==> src/rtl/svga_hif_pkg.sv <==
package svga_hif_pkg;
   localparam logic [15:0] PORT_ID_LO   = 16'h0100;
   localparam logic [15:0] PORT_ID_HI   = 16'h0101;
   localparam logic [15:0] PORT_ENABLE  = 16'h0102;
   localparam logic [15:0] PORT_CRT_IDX = 16'h03D4;
   localparam logic [15:0] PORT_CRT_DAT = 16'h03D5;
   localparam logic [15:0] PORT_MODE    = 16'h2100;
   localparam logic [15:0] PORT_BANK    = 16'h2108;
   localparam logic [15:0] PORT_AUX     = 16'h210A;

   localparam logic [7:0] ID_LO_VALUE   = 8'hFE;
   localparam logic [7:0] ID_HI_VALUE   = 8'hE8;
   localparam logic [7:0] HIDDEN_VALUE  = 8'hFF;

   localparam int LOCK_REG    = 17;   // register holding the protect flag
   localparam int LOCK_BIT    = 7;
   localparam int PROT_LAST   = 6;    // registers 0..6 fully locked
   localparam int PARTIAL_REG = 7;    // register with one open bit
   localparam int PARTIAL_BIT = 4;
   localparam int CUR_FIRST   = 14;   // cursor position range, no recalc
   localparam int CUR_LAST    = 16;
endpackage

==> src/rtl/svga_adapter_id.sv <==
module svga_adapter_id (
   input  logic clk,
   input  logic rst_n,
   input  logic en_wr,
   input  logic en_wdata,
   output logic en_q
);
   always_ff @(posedge clk) begin
      if (!rst_n)     en_q <= 1'b0;
      else if (en_wr) en_q <= en_wdata;
   end
endmodule

==> src/rtl/svga_crtc_file.sv <==
module svga_crtc_file #(
   parameter int IDX_W = 6
) (
   input  logic                        clk,
   input  logic                        rst_n,
   input  logic                        idx_wr,
   input  logic [IDX_W-1:0]            idx_wdata,
   input  logic                        dat_wr,
   input  logic [7:0]                  wdata,
   output logic [IDX_W-1:0]            idx_q,
   output logic [7:0]                  dat_rd,
   output logic [8*(2**(IDX_W-1))-1:0] regs_flat,
   output logic                        recalc_q
);
   import svga_hif_pkg::*;

   localparam int SEL_W    = IDX_W - 1;
   localparam int NUM_REGS = 2**SEL_W;
   localparam logic [7:0] PART_MASK = 8'(1 << PARTIAL_BIT);

   initial begin
      assert (IDX_W >= 6 && IDX_W <= 8)
         else $error("IDX_W must cover the protect register and fit a byte");
   end

   logic [7:0]       regs_q [NUM_REGS];
   logic [SEL_W-1:0] sel;
   logic             hidden;
   logic             locked;
   logic [7:0]       cur;
   logic [7:0]       newv;
   logic             accept;
   logic             cursor;

   assign sel    = idx_q[SEL_W-1:0];
   assign hidden = idx_q[IDX_W-1];
   assign cur    = regs_q[sel];
   assign locked = regs_q[LOCK_REG][LOCK_BIT];
   assign cursor = (32'(sel) >= CUR_FIRST) && (32'(sel) <= CUR_LAST);

   always_comb begin
      newv   = wdata;
      accept = 1'b1;
      if (hidden) begin
         accept = 1'b0;
      end else if (locked && 32'(sel) <= PROT_LAST) begin
         accept = 1'b0;
      end else if (locked && 32'(sel) == PARTIAL_REG) begin
         newv = (cur & ~PART_MASK) | (wdata & PART_MASK);
      end
   end

   always_ff @(posedge clk) begin
      if (!rst_n)      idx_q <= '0;
      else if (idx_wr) idx_q <= idx_wdata;
   end

   for (genvar i = 0; i < NUM_REGS; i++) begin : g_reg
      always_ff @(posedge clk) begin
         if (!rst_n)
            regs_q[i] <= 8'h00;
         else if (dat_wr && accept && 32'(sel) == i)
            regs_q[i] <= newv;
      end
      assign regs_flat[8*i +: 8] = regs_q[i];
   end

   always_ff @(posedge clk) begin
      if (!rst_n) recalc_q <= 1'b0;
      else        recalc_q <= dat_wr && accept && (newv != cur) && !cursor;
   end

   assign dat_rd = hidden ? HIDDEN_VALUE : cur;

   AST_IDX_LOAD: assert property (@(posedge clk) disable iff (!rst_n)
      idx_wr |=> idx_q == $past(idx_wdata));
   AST_HIDDEN_NOWRITE: assert property (@(posedge clk) disable iff (!rst_n)
      dat_wr && hidden |=> $stable(regs_flat));
   AST_LOCK_NOWRITE: assert property (@(posedge clk) disable iff (!rst_n)
      dat_wr && !hidden && locked && 32'(sel) <= PROT_LAST |=> $stable(regs_flat));
   AST_CURSOR_QUIET: assert property (@(posedge clk) disable iff (!rst_n)
      dat_wr && cursor |=> !recalc_q);
   AST_IDLE_QUIET: assert property (@(posedge clk) disable iff (!rst_n)
      !dat_wr |=> !recalc_q);
endmodule

==> src/rtl/svga_ext_window.sv <==
module svga_ext_window #(
   parameter int BANK_BITS  = 3,
   parameter int PAGE_SHIFT = 16,
   parameter int MODE_W     = 3,
   parameter int MODE_MIN   = 4
) (
   input  logic                          clk,
   input  logic                          rst_n,
   input  logic                          mode_wr,
   input  logic                          bank_wr,
   input  logic                          aux_wr,
   input  logic [7:0]                    wdata,
   output logic [7:0]                    mode_q,
   output logic [7:0]                    bank_q,
   output logic [7:0]                    aux_q,
   output logic [BANK_BITS+PAGE_SHIFT-1:0] bank_off
);
   localparam int OFF_W = BANK_BITS + PAGE_SHIFT;

   initial begin
      assert (BANK_BITS >= 1 && BANK_BITS <= 8) else $error("BANK_BITS out of range");
      assert (MODE_W >= 1 && MODE_W <= 8)       else $error("MODE_W out of range");
      assert (MODE_MIN < 2**MODE_W)             else $error("MODE_MIN unreachable");
   end

   logic banked;
   logic new_banked;

   assign banked     = 32'(mode_q[MODE_W-1:0]) >= MODE_MIN;
   assign new_banked = 32'(wdata[MODE_W-1:0]) >= MODE_MIN;

   function automatic logic [OFF_W-1:0] page_of(input logic [7:0] b);
      return {b[BANK_BITS-1:0], {PAGE_SHIFT{1'b0}}};
   endfunction

   always_ff @(posedge clk) begin
      if (!rst_n) begin
         mode_q   <= 8'h00;
         bank_q   <= 8'h00;
         aux_q    <= 8'h00;
         bank_off <= '0;
      end else begin
         if (mode_wr) begin
            mode_q   <= wdata;
            bank_off <= new_banked ? page_of(bank_q) : '0;
         end
         if (bank_wr) begin
            bank_q <= wdata;
            if (banked) bank_off <= page_of(wdata);
         end
         if (aux_wr) aux_q <= wdata;
      end
   end

   AST_FLAT_WHEN_LINEAR: assert property (@(posedge clk) disable iff (!rst_n)
      !banked |-> bank_off == '0);
   AST_BANK_GATED: assert property (@(posedge clk) disable iff (!rst_n)
      bank_wr && !banked && !mode_wr |=> $stable(bank_off));
   AST_BANK_STORE: assert property (@(posedge clk) disable iff (!rst_n)
      bank_wr |=> bank_q == $past(wdata));
endmodule

==> src/rtl/svga_host_regs.sv <==
module svga_host_regs #(
   parameter int IDX_W      = 6,
   parameter int BANK_BITS  = 3,
   parameter int PAGE_SHIFT = 16,
   parameter bit GATE_RDATA = 1'b1
) (
   input  logic                            clk,
   input  logic                            rst_n,
   input  logic [15:0]                     io_addr,
   input  logic [7:0]                      io_wdata,
   input  logic                            io_wr,
   input  logic                            io_rd,
   output logic [7:0]                      io_rdata,
   output logic                            adapter_en,
   output logic [BANK_BITS+PAGE_SHIFT-1:0] bank_rd_off,
   output logic [BANK_BITS+PAGE_SHIFT-1:0] bank_wr_off,
   output logic [8*(2**(IDX_W-1))-1:0]     crtc_regs,
   output logic                            timing_recalc
);
   import svga_hif_pkg::*;

   localparam int OFF_W = BANK_BITS + PAGE_SHIFT;

   logic             en_q;
   logic [IDX_W-1:0] idx_q;
   logic [7:0]       crtc_rd;
   logic [7:0]       mode_q, bank_q, aux_q;
   logic [OFF_W-1:0] off_q;
   logic [7:0]       mux_rd;

   svga_adapter_id u_id (
      .clk      (clk),
      .rst_n    (rst_n),
      .en_wr    (io_wr && io_addr == PORT_ENABLE),
      .en_wdata (io_wdata[0]),
      .en_q     (en_q)
   );

   svga_crtc_file #(.IDX_W(IDX_W)) u_crtc (
      .clk       (clk),
      .rst_n     (rst_n),
      .idx_wr    (io_wr && io_addr == PORT_CRT_IDX),
      .idx_wdata (io_wdata[IDX_W-1:0]),
      .dat_wr    (io_wr && io_addr == PORT_CRT_DAT),
      .wdata     (io_wdata),
      .idx_q     (idx_q),
      .dat_rd    (crtc_rd),
      .regs_flat (crtc_regs),
      .recalc_q  (timing_recalc)
   );

   svga_ext_window #(.BANK_BITS(BANK_BITS), .PAGE_SHIFT(PAGE_SHIFT)) u_ext (
      .clk      (clk),
      .rst_n    (rst_n),
      .mode_wr  (io_wr && io_addr == PORT_MODE),
      .bank_wr  (io_wr && io_addr == PORT_BANK),
      .aux_wr   (io_wr && io_addr == PORT_AUX),
      .wdata    (io_wdata),
      .mode_q   (mode_q),
      .bank_q   (bank_q),
      .aux_q    (aux_q),
      .bank_off (off_q)
   );

   always_comb begin
      case (io_addr)
         PORT_ID_LO:   mux_rd = ID_LO_VALUE;
         PORT_ID_HI:   mux_rd = ID_HI_VALUE;
         PORT_ENABLE:  mux_rd = {7'b0, en_q};
         PORT_CRT_IDX: mux_rd = 8'(idx_q);
         PORT_CRT_DAT: mux_rd = crtc_rd;
         PORT_MODE:    mux_rd = mode_q;
         PORT_BANK:    mux_rd = bank_q;
         PORT_AUX:     mux_rd = aux_q;
         default:      mux_rd = 8'h00;
      endcase
   end

   if (GATE_RDATA) begin : g_gated
      assign io_rdata = io_rd ? mux_rd : 8'h00;
   end else begin : g_open
      assign io_rdata = mux_rd;
   end

   assign adapter_en  = en_q;
   assign bank_rd_off = off_q;
   assign bank_wr_off = off_q;

   AST_EN_LOAD: assert property (@(posedge clk) disable iff (!rst_n)
      io_wr && io_addr == PORT_ENABLE |=> adapter_en == $past(io_wdata[0]));
endmodule

==> config.mk <==
export PLATFORM = sky130hd
export DESIGN_NAME = svga_host_regs
export DESIGN_NICKNAME = d
export VERILOG_FILES = /design/src/rtl/svga_hif_pkg.sv /design/src/rtl/svga_adapter_id.sv /design/src/rtl/svga_crtc_file.sv /design/src/rtl/svga_ext_window.sv /design/src/rtl/svga_host_regs.sv
export SDC_FILE = /design/constraint.sdc
export NUM_CORES = 1
export LEC_CHECK = 0
export BUFFER_PORTS_ARGS = -buffer_cell sky130_fd_sc_hd__buf_2
export CAP_MARGIN = 20
export CORE_UTILIZATION = 45
export CTS_CLUSTER_SIZE = 40
export DETAILED_ROUTE_END_ITERATION = 8
export PLACE_DENSITY_LB_ADDON = 0.15
export SETUP_SLACK_MARGIN = 0.1
export SYNTH_ARGS = -nofsm -noshare
export SYNTH_HDL_FRONTEND = slang
export SYNTH_SLANG_ARGS = --single-unit
==> constraint.sdc <==
create_clock -name clk -period 3.47 [get_ports clk]
set_clock_uncertainty 0.15 [all_clocks]
set_input_delay 0 -clock clk [delete_from_list [all_inputs] [get_ports clk]]
set_output_delay 0 -clock clk [all_outputs]
set_load 0.02 [all_outputs]
== Yosys cells after proc, flatten, opt, wreduce, memory -nomap -nowiden ==
Memory sizes are Yosys's and may differ from the RTL's. A register that Yosys moved wholly into a read port is not among the register bits.
Index checks and enable logic that the tools add are counted.

* Flip-flop bits (word level): 51
* Bits in latches: 0
* RAM bits: 256
* Memory bits (read-only): 0
* Input port bits: 28
* Output and inout port bits: 304
* Word-level logic and storage cells: 275
* Memories: 1

{| class="wikitable"
|+ Memories
! memory !! depth !! bits a word !! rd ports !! clocked after Yosys merged registers in !! wr ports !! RTL line !! source
|-
| u_crtc.regs_q || 32 || 8 || 33 || 1 || 32 || svga_crtc_file.sv:26 || <nowiki>logic [7:0] regs_q [NUM_REGS];</nowiki>
|}

* $add $sub $neg: 0
* Multiply operators: 0
* Div/mod/pow operators: 0
* Order comparisons: 5
* Eq/ne operators: 40
* Shifts and indexed selects: 0
* Muxes and demuxes: 143
* Bitwise logic cells: 33
* Reductions and logical operators: 46

{| class="wikitable"
|+ Operators by type and width
! cell !! count
|-
| 2-to-1 mux 8 bit || 37
|-
| 2-to-1 mux 1 bit || 99
|-
| == test 5 bit, second input constant || 16
|-
| 2-to-1 mux 19 bit || 4
|-
| case mux 8 bit (8 select lines) || 1
|-
| == test 16 x 14 -> 1 bit, second input constant || 3
|-
| == test 16 x 9 -> 1 bit, second input constant || 3
|-
| logical AND 1 bit || 44
|-
| == test 5 x 4 -> 1 bit, second input constant || 8
|-
| == test 16 x 10 -> 1 bit, second input constant || 2
|-
| OR 1 bit || 32
|-
| == test 5 x 3 -> 1 bit, second input constant || 4
|-
| == test 5 x 2 -> 1 bit, second input constant || 2
|-
| 2-to-1 mux 5 bit || 2
|-
| inequality test 8 bit || 1
|-
| OR 8 x 5 -> 8 bit || 1
|-
| greater-or-equal comparator 3 bit, second input constant || 2
|-
| == test 5 x 1 -> 1 bit, second input constant || 1
|-
| greater-or-equal comparator 5 x 4 -> 1 bit, second input constant || 1
|-
| <= comparator 5 x 3 -> 1 bit, second input constant || 1
|-
| <= comparator 5 bit, second input constant || 1
|-
| zero test 5 bit || 1
|-
| zero test 1 bit || 1
|}

== Depth between registers and ports, before layout ==
Gate-level depths: netlist of run 1.

* Depth in word-level cells: 10
* Mapped depth: 12
* Mapped depth without buffers: 8

== Cells and area by module ==
From an unflattened synthesis of run 1, not the netlist that was laid out.

* Cell total of the unflattened synthesis: 1174
* Area, all modules: 14625.3 µm²

{| class="wikitable"
|+ By module, submodules not included
! module !! instances !! cells an instance !! area each (µm²) !! sequential area each (µm²)
|-
| svga_crtc_file || 1 || 935 || 12248.0 || 7927.6
|-
| svga_ext_window || 1 || 129 || 1514.0 || 860.8
|-
| svga_host_regs || 1 || 107 || 827.0 || 0.0
|-
| svga_adapter_id || 1 || 3 || 36.3 || 20.0
|}

== Worst setup path before layout of run 1 ==
Ideal clock, no wire load.

* Kind: input to register
* Start: in io_addr[5]
* End: mem u_crtc.regs_q[1][0], enable pin
* Setup time: 0.384 ns
* Arrival time: 2.316 ns
* Data required time: 2.936 ns
* Slack: 0.620 ns
* Stages: 7
* Path buffers: 2
* Cells stage by stage: or4b_4 -> nor4_4 -> nand4_1 -> or3_1 -> buf_6 -> clkbuf_1 -> o21ai_0

{| class="wikitable"
|+ RTL lines
! item !! RTL line !! source
|-
| start: declaration || svga_host_regs.sv:9 || <nowiki>input logic [15:0] io_addr,</nowiki>
|-
| end: declaration || svga_crtc_file.sv:26 ||
|}

==> results of run 1 <==
==> state kept, by name (all words and copies together), names as in the netlist, named ones only <==
name / count
u_crtc.regs_q: 256
u_crtc.recalc_q: 1
u_ext.aux_q: 8
u_ext.bank_off: 19
u_crtc.idx_q: 6
u_ext.bank_q: 8
u_ext.mode_q: 8
u_id.en_q: 1
==> worst max-delay path: stages (launching register included) <==
cell      delay [ps]
dfxtp_4          460
buf_12           190
buf_4            180
mux4_2           540
mux2i_1          350
o221ai_1         340
o21ai_1          270
a21oi_1          120
buf_2            190
==> cell type report <==
class | instances | area [µm²] | area share, %
multi-input cells | 773 | 5100 | 27.7
well taps | 402 | 503 | 2.73
repair buffers | 455 | 2780 | 15.1
flip-flops and latches | 312 | 8820 | 47.8
inverters | 14 | 56.3 | 0.305
clock buffers | 48 | 1050 | 5.69
clock inverters | 16 | 133 | 0.719
==> through the flow <==
stage          hold slack (ps)  power, µW
3_5_place_dp               197       5010
2_1_floorplan            -9.55       4650
5_1_grt                    108       8920
3_3_place_gp               192       5010
6_report                  66.6       8720
4_1_cts                   58.4       8730
==> per-layer routing <==
| layer | share of wire [%] | up-vias | track usage (%) |
|---|---|---|---|
| met5 | 0 | - | 0 |
| met4 | 3.1 | 0 | 10.6 |
| met3 | 9.4 | 109 | 4.68 |
| met2 | 46 | 796 | 51.5 |
| met1 | 41 | 5942 | 46.8 |
| li1 | - | 5101 | - |
==> worst max-delay path by stage <==
| stage | from | endpoint | slack, ps | depth (start not counted) |
|---|---|---|---|---|
| finish | register | io_rdata[4] | 150 | 8 |
| global route | register | io_rdata[4] | 120 | 8 |
| CTS | register | io_rdata[7] | 110 | 11 |
| detailed placement | register | u_crtc.recalc_q | 140 | 8 |
| global placement | register | u_crtc.recalc_q | 150 | 9 |
| floorplan | io_addr[5] | u_crtc.regs_q[1][0] | 620 | 7 |
==> where the power goes <==
| part | leakage, µW | total, µW | internal [µW] | switching [µW] |
|---|---|---|---|---|
| Combinational | 0.00392 | 688 | 212 | 476 |
| Clock | 0.000573 | 3760 | 2220 | 1550 |
| Sequential | 0.00299 | 4270 | 4170 | 104 |
==> cell families after synthesis <==
family | Yosys count
compound gates | 146
xor+xnor | 7
buf+inv | 114
flops | 312
mux | 123
simple gates | 497
==> synthesized netlist by cell type, types with 15 or more instances <==
cell / n
nor2_1: 293
edfxtp_1: 256
mux2i_1: 78
nand2_1: 69
dfxtp_1: 56
o21ai_0: 47
clkbuf_1: 45
mux4_2: 40
a21oi_1: 33
buf_4: 27
and2_1: 21
buf_2: 21
nand3_1: 19
a221oi_1: 15
==> what timing repair did <==
action	4_1_cts	5_1_grt
hold endpoints to repair	54	0
setup endpoints to repair	8	5
hold buffers	25	0
pin swaps	0	0
setup buffers	8	4
resized for setup	6	7
==> results by group, run 1 <==
Timing
  – Fmax: 301 MHz
  – Rel. slew slack: 43.1%
  – Least-Margin Pin Slew: 846 ps
  – Slew Viols, Final: 0
  – Final worst path period share: 95.7%
  – Setup WS post-layout: 148 ps
  – Final setup violation count: 0
  – Endpoints failing hold: 0
  – RSZ-0062 raised after global routing: false
  – Final TNS setup: 0 ps
  – Crit path time final: 3320 ps

Yosys
  – Synth area leaders: edfxtp_1, dfxtp_1, nor2_1
  – Syn_nets: 1227
  – Multiplexer share of the synthesized area: 12.0%
  – Sequential area share after synthesis: 61.0%
  – Ys flop type: edfxtp_1
  – Post-synthesis simple-gate area fraction: 15.7%
  – Xor and xnor fraction of the mapped netlist area: 0.425%
  – Post-synth cell types: 63
  – Post-synth ARST share: 0%
  – Synth Area in Compound Gates: 6.54%
  – Number of synthesized flops with an enable pin: 256
  – Yosys warns: 0
  – Synth area leader: edfxtp_1
  – Gate Count Post-Synth: 1199
  – Synthesized flop and latch total: 312
  – Largest family of logic cells by synthesized area: simple AND/OR/NAND/NOR gates
  – Adder-Cell Fraction of Synth Area: 0%
  – Syn Std Cell Area: 14400 µm²
  – Yosys top cell area share: 53.3%
  – Syn Area/Cell: 12.0 µm²

Layout
  – Post-route insts no fill: 2020
  – Final net count: 1619
  – Fillcell total: 2688
  – Most frequent cells in the layout: buf_2, nor2_1, edfxtp_1, buf_4, mux2i_1
  – Non-Filler Cell Area, Final: 18400 µm²
  – Layout cells sized above 1: 36.5%
  – Final core utilization: 58.5%
  – Ant diodes: 0
  – P&R area growth vs syn: 27.8%
  – Most common cell after layout, fill and taps aside: buf_2

Detailed routing
  – Drt first pass iters: 8
  – DRC viols: 0
  – Post-Route WL: 54200 µm
  – Via density per instance: 5.91
  – Initial drt markers: 1539
  – Post-route ant nets: 0
  – DR vias: 11900
  – Routed wire per std cell: 26.8 µm

Power and ir drop
  – Pleak: 0.00748 µW
  – VDD IR-drop max: 0.000351 V
  – Power density over cell area: 473 nW/µm²

Global routing
  – First-pass GRT wire length: 77100 µm
  – Total Routing Usage GR: 32.7%
  – Gr ovfl total: 0
  – Initial antenna violation count: 0
  – Vias in the first global route: 11400
  – Pin count of the biggest net entering global routing: 37

Die
  – I/O pin count: 332
  – Starting Density: 45.7%
  – Core ar.: 31600 µm²
  – # rows: 65
  – Die height: 181 µm
  – Total die area: 32800 µm²
  – Die extent in x: 181 µm

CTS
  – TritonCTS buffer count: 35
  – TritonCTS Sinks: 312
  – Clk buf depth: 3
  – CTS root buffer: clkbuf_16
  – CTS tree: done
  – Worst-Skew Late Latency: 530 ps
  – Clock slew seen by the registers of the worst setup and hold paths: 60 ps
  – H-tree depth: 2

Placed design
  – Cell Area, Placed: 16900 µm²
  – Post-Place Cells: 1919
  – DP HPWL: 40000 µm
  – Port bufs: 331
  – DP Worst Slack: 136 ps
  – Gpl congestion: 0.967

Setup path
  – Arr. time, crit path: 3170 ps
  – Worst Path Max Fanout: 13
  – Worst R2R Setup Slack: 280 ps
  – Crit Path Category: reg -> out
  – Startpoint Class: register
  – CP Capture Type: output port
  – WP data required: 3320 ps
  – Reg2reg end: u_crtc.recalc_q
  – Reg2reg path depth: 9

Hold path
  – Hold Path Depth: 7
  – Worst Hold Class: in -> reg
  – Hold path endpoint: u_ext.bank_off[17]
  – Hold path start: io_addr[10]

Run status
  – Status: completed

Flow run
  – Max-cap viol count: 0
Power figures use the tool's default switching activity.
==> run 2: changes to the inputs <==
==> constraint.sdc (replaced) <==
create_clock -name clk -period 3.7 [get_ports clk]
set_clock_uncertainty 0.15 [all_clocks]
set_input_delay 0 -clock clk [delete_from_list [all_inputs] [get_ports clk]]
set_output_delay 0 -clock clk [all_outputs]
set_load 0.02 [all_outputs]
==> run 2 against run 1 <==
  * Hold slack better by 15 ps
  * First-iteration DRC count fell by 13%
  * Final area is 0.84% lower
  * Die area unchanged
  * Cell count fell by 0.99%
  * Register-to-register slack better by 50 ps
  * Via count shrank 0.12%
  * Setup slack better by 25 ps
  * Wire length is 2.6% higher
==> results by group, run 2 (same netlist as run 1, synthesis figures left out) <==
Setup path
  – Crit Path Category: reg -> out
  – CP Capture Type: output port
  – Worst Setup EP: io_rdata[3]
  – Reg2reg path depth: 10 (+1)
  – WP data required: 3550 ps (+230 ps)
  – Arr. time, crit path: 3380 ps (+210 ps)
  – Startpoint Class: register
  – Worst Path Max Fanout: 14 (+1)
  – Worst R2R Setup Slack: 330 ps (+50 ps)
  – Reg2reg end: u_crtc.recalc_q

CTS
  – Clock slew seen by the registers of the worst setup and hold paths: 60 ps (about the same)
  – TritonCTS buffer count: 35 (unchanged)
  – Clk buf depth: 3 (unchanged)
  – Worst-Skew Late Latency: 520 ps (about the same)
  – CTS tree: done
  – TritonCTS Sinks: 312 (unchanged)
  – H-tree depth: 2 (unchanged)
  – CTS root buffer: clkbuf_16

Timing
  – Final TNS setup: 0 ps (unchanged)
  – Fmax: 284 MHz
  – Slew Viols, Final: 0 (unchanged)
  – Least-Margin Pin Slew: 894 ps (+47.9 ps)
  – Rel. slew slack: 40.0% (-3.1 points)
  – RSZ-0062 raised after global routing: true
  – Crit path time final: 3530 ps
  – Final worst path period share: 95.3%
  – Endpoints failing hold: 0 (unchanged)
  – Final setup violation count: 0 (unchanged)

Placed design
  – Gpl congestion: 1.03 (+6.7%)
  – Port bufs: 331 (unchanged)
  – DP HPWL: 40800 µm (+2.2%)

Die
  – Starting Density: 45.7% (unchanged)
  – Total die area: 32800 µm² (unchanged)
  – Die extent in x: 181 µm (unchanged)
  – Core ar.: 31600 µm² (unchanged)
  – I/O pin count: 332 (unchanged)
  – # rows: 65 (unchanged)
  – Die height: 181 µm (unchanged)

Power and ir drop
  – VDD IR-drop max: 0.000337 V (-3.8%)
  – Sw Ratio: 23.7% (-0.66 points)
  – Pleak: 0.00738 µW (-1.3%)
  – Comb pwr share: 7.8% (about the same)
  – Cell internal pwr: 6310 µW (-4.3%)
  – Power density over cell area: 452 nW/µm² (-4.3%)
  – Sw power: 1960 µW (-7.7%)
  – Clock share of power: 43.8% (+0.7 points)
  – Overall Power: 8280 µW (-5.1%)
  – Sequential share of power: 48.4% (-0.6 points)

Global routing
  – Gr ovfl total: 0 (unchanged)
  – First-pass GRT wire length: 79000 µm (+2.4%)
  – Pin count of the biggest net entering global routing: 37 (unchanged)
  – Total Routing Usage GR: 33.5% (+0.84 points)
  – Vias in the first global route: 11400 (-0.37%)
  – Initial antenna violation count: 1 (+1)

Layout
  – Layout cells sized above 1: 35.5% (-0.98 points)
  – Ant diodes: 0 (unchanged)
  – Final net count: 1602 (-1.1%)
  – P&R area growth vs syn: 26.7%
  – Most common cell after layout, fill and taps aside: buf_2
  – Max FFs per register: 256 (unchanged)
  – Largest regs: u_crtc.regs_q (256), u_ext.bank_off (19)
  – Most flop-heavy register: u_crtc.regs_q
  – Fillcell total: 2707 (+0.71%)
  – Most frequent cells in the layout: buf_2, nor2_1, edfxtp_1, buf_4, mux2i_1

Detailed routing
  – DRC viols: 0 (unchanged)
  – Post-Route WL: 55600 µm (+2.6%)
  – Post-route ant nets: 0 (unchanged)
  – Initial drt markers: 1333 (-13%)
  – Via density per instance: 5.97 (+0.88%)
  – DR vias: 11900 (-0.12%)
  – Routed wire per std cell: 27.8 µm (+3.6%)
  – Drt first pass iters: 5 (-3)

Flow run
  – Max-cap viol count: 0 (unchanged)

Run status
  – Status: completed

Hold path
  – Worst Hold Class: in -> reg
==> run 2: changes by cell type in the layout (fill, tap and decap cells not counted), moves of 2 or more <==
| cell | change |
|---|---|
| o21ai_1 | -5 |
| mux2i_1 | +3 |
| clkinv_1 | -2 |
| o21ai_0 | +5 |
| bufinv_16 | +3 |
| buf_4 | -15 |
| mux2i_2 | -3 |
| clkinvlp_4 | -2 |
==> run 2: worst min path at each step <==
stage | startpoint | to | slack [ps] | depth (start not counted)
6_report | io_addr[11] | u_ext.bank_off[17] | 80 | 7
5_1_grt | io_addr[11] | u_ext.bank_off[17] | 150 | 7
4_1_cts | io_addr[11] | u_ext.bank_off[17] | 70 | 7
3_5_place_dp | io_wdata[5] | u_ext.mode_q[5] | 210 | 3
3_3_place_gp | io_wdata[4] | u_ext.mode_q[4] | 190 | 3
2_1_floorplan | io_wdata[3] | u_ext.mode_q[3] | -10 | 2
==> run 2: final cells by class <==
| type | count | area (µm²) | area share [%] |
|---|---|---|---|
| Clock buffer | 47 | 1010 | 5.55 |
| Timing Repair Buffer | 438 | 2640 | 14.4 |
| Sequential cell | 312 | 8820 | 48.2 |
| Inverter | 14 | 52.6 | 0.287 |
| Clock inverter | 14 | 179 | 0.978 |
| Multi-Input combinational cell | 773 | 5090 | 27.8 |
| Tap cell | 402 | 503 | 2.75 |
==> run 2: metrics by stage <==
step           instances  utilization [%]  area (µm²)  setup WS [ps]  hold WS, ps
4_1_cts             1999             57.9       18300            103         74.4
3_5_place_dp        1914             53.3       16800            341          212
5_1_grt             2000             58.0       18300           87.7          148
3_3_place_gp        1914             53.3       16800            404          195
2_1_floorplan       1199                -       14400            850        -9.55
6_report            2000             58.0       18300            173         81.1
==> run 2: routing by layer <==
layer / global-route usage [%] / wire, µm
met1: 46.3 / 22300
met2: 52.9 / 25500
met5: 0 / 0
met4: 12.4 / 2090
met3: 6.37 / 5750
==> run 2: worst max-delay path: stages, from the launching register on <==
cell,delay (ps)
dfxtp_4,620
buf_4,260
buf_4,170
mux4_2,540
a22oi_1,200
nand3_1,230
o21ai_0,450
a21oi_1,180
buf_2,190
==> run 2: power groups by stage <==
stage	Clock [µW]	Combinational (µW)	Sequential, µW
final	3620	644	4010
after global routing	3770	667	4020
after CTS	3640	639	4010
after detailed placement	0	620	4080
after global placement	0	616	4080
after floorplan	0	159	4200
==> run 2: repair_timing <==
item	in CTS	in global routing
setup buffers	0	1
endpoints found under the hold margin	40	0
hold buffers	24	0
endpoints found under the setup margin	1	5
pin swaps	0	0
gates resized for setup	1	1
cloned	0	0
==> run 3: changes to the inputs <==
--- a/config.mk
+++ b/config.mk
@@ -7,6 +7,7 @@
 export LEC_CHECK = 0
 export BUFFER_PORTS_ARGS = -buffer_cell sky130_fd_sc_hd__buf_2
 export CAP_MARGIN = 20
+export CORE_ASPECT_RATIO = 1.1
 export CORE_UTILIZATION = 45
 export CTS_CLUSTER_SIZE = 40
 export DETAILED_ROUTE_END_ITERATION = 8
==> run 3 against run 2 <==
  * Sequential share of layout area increased by 0.68 points
  * Die area about the same
  * Hold slack got worse by 16 ps
  * Global-route usage fell by 1.8 points
  * Combinational power shrank 0.8%
  * Clock power fell by 15%
  * Sequential power barely moved
  * Register-to-register slack better by 50 ps
  * Non-clock buffer count is 8 lower
  * First-iteration DRC count grew 13%
  * Wire length fell by 3.5%
  * Flip-flop and latch count did not move
  * Critical path type unchanged
  * Critical endpoint is now io_rdata[5]
  * Largest cell class unchanged
==> results by group, run 3 (same netlist as run 1, synthesis figures left out) <==
Run status
  – Status: completed

Detailed routing
  – Drt first pass iters: 7 (+2)
  – Post-Route WL: 53700 µm (-3.5%)
  – Post-route ant nets: 0 (unchanged)
  – Via density per instance: 5.89 (-1.3%)
  – Initial drt markers: 1506 (+13%)
  – DR vias: 11800 (-0.99%)
  – DRC viols: 0 (unchanged)
  – Routed wire per std cell: 26.8 µm (-3.8%)

CTS
  – TritonCTS buffer count: 31 (-11%)
  – Clk buf depth: 3 (unchanged)
  – CTS tree: done
  – Clock slew seen by the registers of the worst setup and hold paths: 60 ps (about the same)
  – CTS root buffer: clkbuf_16
  – Worst-Skew Late Latency: 570 ps (+50 ps)
  – H-tree depth: 1 (-1)
  – TritonCTS Sinks: 312 (unchanged)

Layout
  – Layout cells sized above 1: 34.7% (-0.84 points)
  – Most common cell after layout, fill and taps aside: buf_2
  – Post-route insts no fill: 2006 (+0.30%)
  – Final net count: 1590 (-0.75%)
  – Largest regs: u_crtc.regs_q (256), u_ext.bank_off (19)
  – Most frequent cells in the layout: buf_2, nor2_1, edfxtp_1, mux2i_1, nand2_1
  – P&R area growth vs syn: 24.9%
  – Most flop-heavy register: u_crtc.regs_q
  – Max FFs per register: 256 (unchanged)

Global routing
  – Total Routing Usage GR: 31.7% (-1.8 points)
  – Initial antenna violation count: 1 (unchanged)
  – Pin count of the biggest net entering global routing: 50 (+35%)
  – Gr ovfl total: 0 (unchanged)
  – Vias in the first global route: 10900 (-3.9%)
  – First-pass GRT wire length: 75300 µm (-4.7%)

Setup path
  – Crit Path Category: reg -> out
  – CP Capture Type: output port
  – Slowest cell on crit path: o32a_1
  – Startpoint Class: register
  – Critical Path, Cell by Cell: buf_12 > nor2b_1 > buf_4 > a221oi_1 > nor3_1 > o32a_1 > nor3_1 > o21bai_1 > a21oi_1 > buf_2
  – Arr. time, crit path: 3420 ps (+40 ps)
  – Worst Setup EP: io_rdata[5]
  – WP data required: 3550 ps (about the same)
  – Reg2reg path depth: 9 (-1)
  – Worst Path Max Fanout: 49 (+35)
  – Reg2reg end: u_crtc.recalc_q
  – CP max stage delay: 400 ps (-220 ps)
  – Worst R2R Setup Slack: 380 ps (+50 ps)
  – Worst path most repeated cell: nor3_1

Timing
  – Least-Margin Pin Slew: 740 ps (-154 ps)
  – Endpoints failing hold: 0 (unchanged)
  – Slew Viols, Final: 0 (unchanged)
  – Final worst path period share: 96.4% (+1.1 points)
  – Crit path time final: 3570 ps (+41.0 ps)
  – Rel. slew slack: 50.2% (+10 points)
  – RSZ-0062 raised after global routing: false
  – Fmax: 280 MHz (-1.1%)
  – Hold Slack: 65.2 ps (-16.0 ps)
  – Final setup violation count: 0 (unchanged)
  – Final TNS setup: 0 ps (unchanged)

Placed design
  – Port bufs: 331 (unchanged)
  – Gpl congestion: 1.03 (+0.22%)
  – DP HPWL: 39300 µm (-3.7%)
  – Post-Place Cells: 1920 (+0.31%)

Die
  – Total die area: 32800 µm² (about the same)
  – Core ar.: 31500 µm² (-0.24%)
  – Die height: 190 µm (+4.8%)
  – I/O pin count: 332 (unchanged)
  – Die extent in x: 173 µm (-4.6%)
  – # rows: 68 (+4.6%)
  – Starting Density: 45.9% (+0.11 points)

Power and ir drop
  – Pleak: 0.00721 µW (-2.4%)
  – VDD IR-drop max: 0.000404 V (+20%)
  – Overall Power: 7710 µW (-6.9%)
  – Power density over cell area: 427 nW/µm² (-5.6%)

Hold path
  – Hold Path Depth: 6 (-1)
  – Worst Hold Class: in -> reg

Flow run
  – Max-cap viol count: 0 (unchanged)
## run 3: where the power goes
group,switching (µW),total [µW],internal [µW]
Clock,1330,3060,1740
Combinational,448,639,191
Sequential,95.6,4000,3910
Total,1870,7710,5840
## run 3: final cells by class
type	instances	area, µm²
timing repair buffer	430	2570
tap	420	526
multi-input combinational	773	5100
inverter	14	52.6
clock inverter	13	120
sequential	312	8810
clock buffer	43	851
antenna	1	2.50
fill	2751	13400
## run 3: metal layers
| layer | vias up | global-route usage, % | part of all wire (%) |
|---|---|---|---|
| met3 | 100 | 5.66 | 11 |
| li1 | 5033 | - | - |
| met5 | - | 0 | 0 |
| met2 | 828 | 51.3 | 47 |
| met4 | 0 | 10.5 | 3.2 |
| met1 | 5855 | 43.4 | 38 |
## run 3: critical path, delay by kind of cell (launching register included)
kind | cells | cell delay (ps)
simple gates | 3 | 610
buf+inv | 3 | 680
flops | 1 | 340
compound gates | 4 | 1130
## run 3: how the worst min path moves through the flow
| stage | to | start | slack (ps) |
|---|---|---|---|
| 3_3_place_gp | u_ext.mode_q[7] | io_wdata[7] | 180 |
| 4_1_cts | u_ext.aux_q[1] | io_addr[15] | 50 |
| 6_report | u_ext.aux_q[1] | io_addr[15] | 70 |
| 3_5_place_dp | u_ext.mode_q[7] | io_wdata[7] | 200 |
| 2_1_floorplan | u_ext.mode_q[3] | io_wdata[3] | -10 |
| 5_1_grt | u_ext.aux_q[1] | io_addr[15] | 120 |
## run 3: stage by stage
step	area, µm²	setup slack [ps]	utilization, %
after floorplan	14400	850	-
after global placement	16700	490	53.2
after detailed placement	16700	454	53.2
after CTS	18000	132	57.2
after global routing	18000	127	57.3
final	18000	132	57.3
## run 3: what timing repair did
action	4_1_cts	5_1_grt
hold buffers	28	0
gates resized for setup	1	4
buffers inserted	0	1
pin swaps	0	1
endpoints found under the setup margin	1	4
endpoints found under the hold margin	93	0
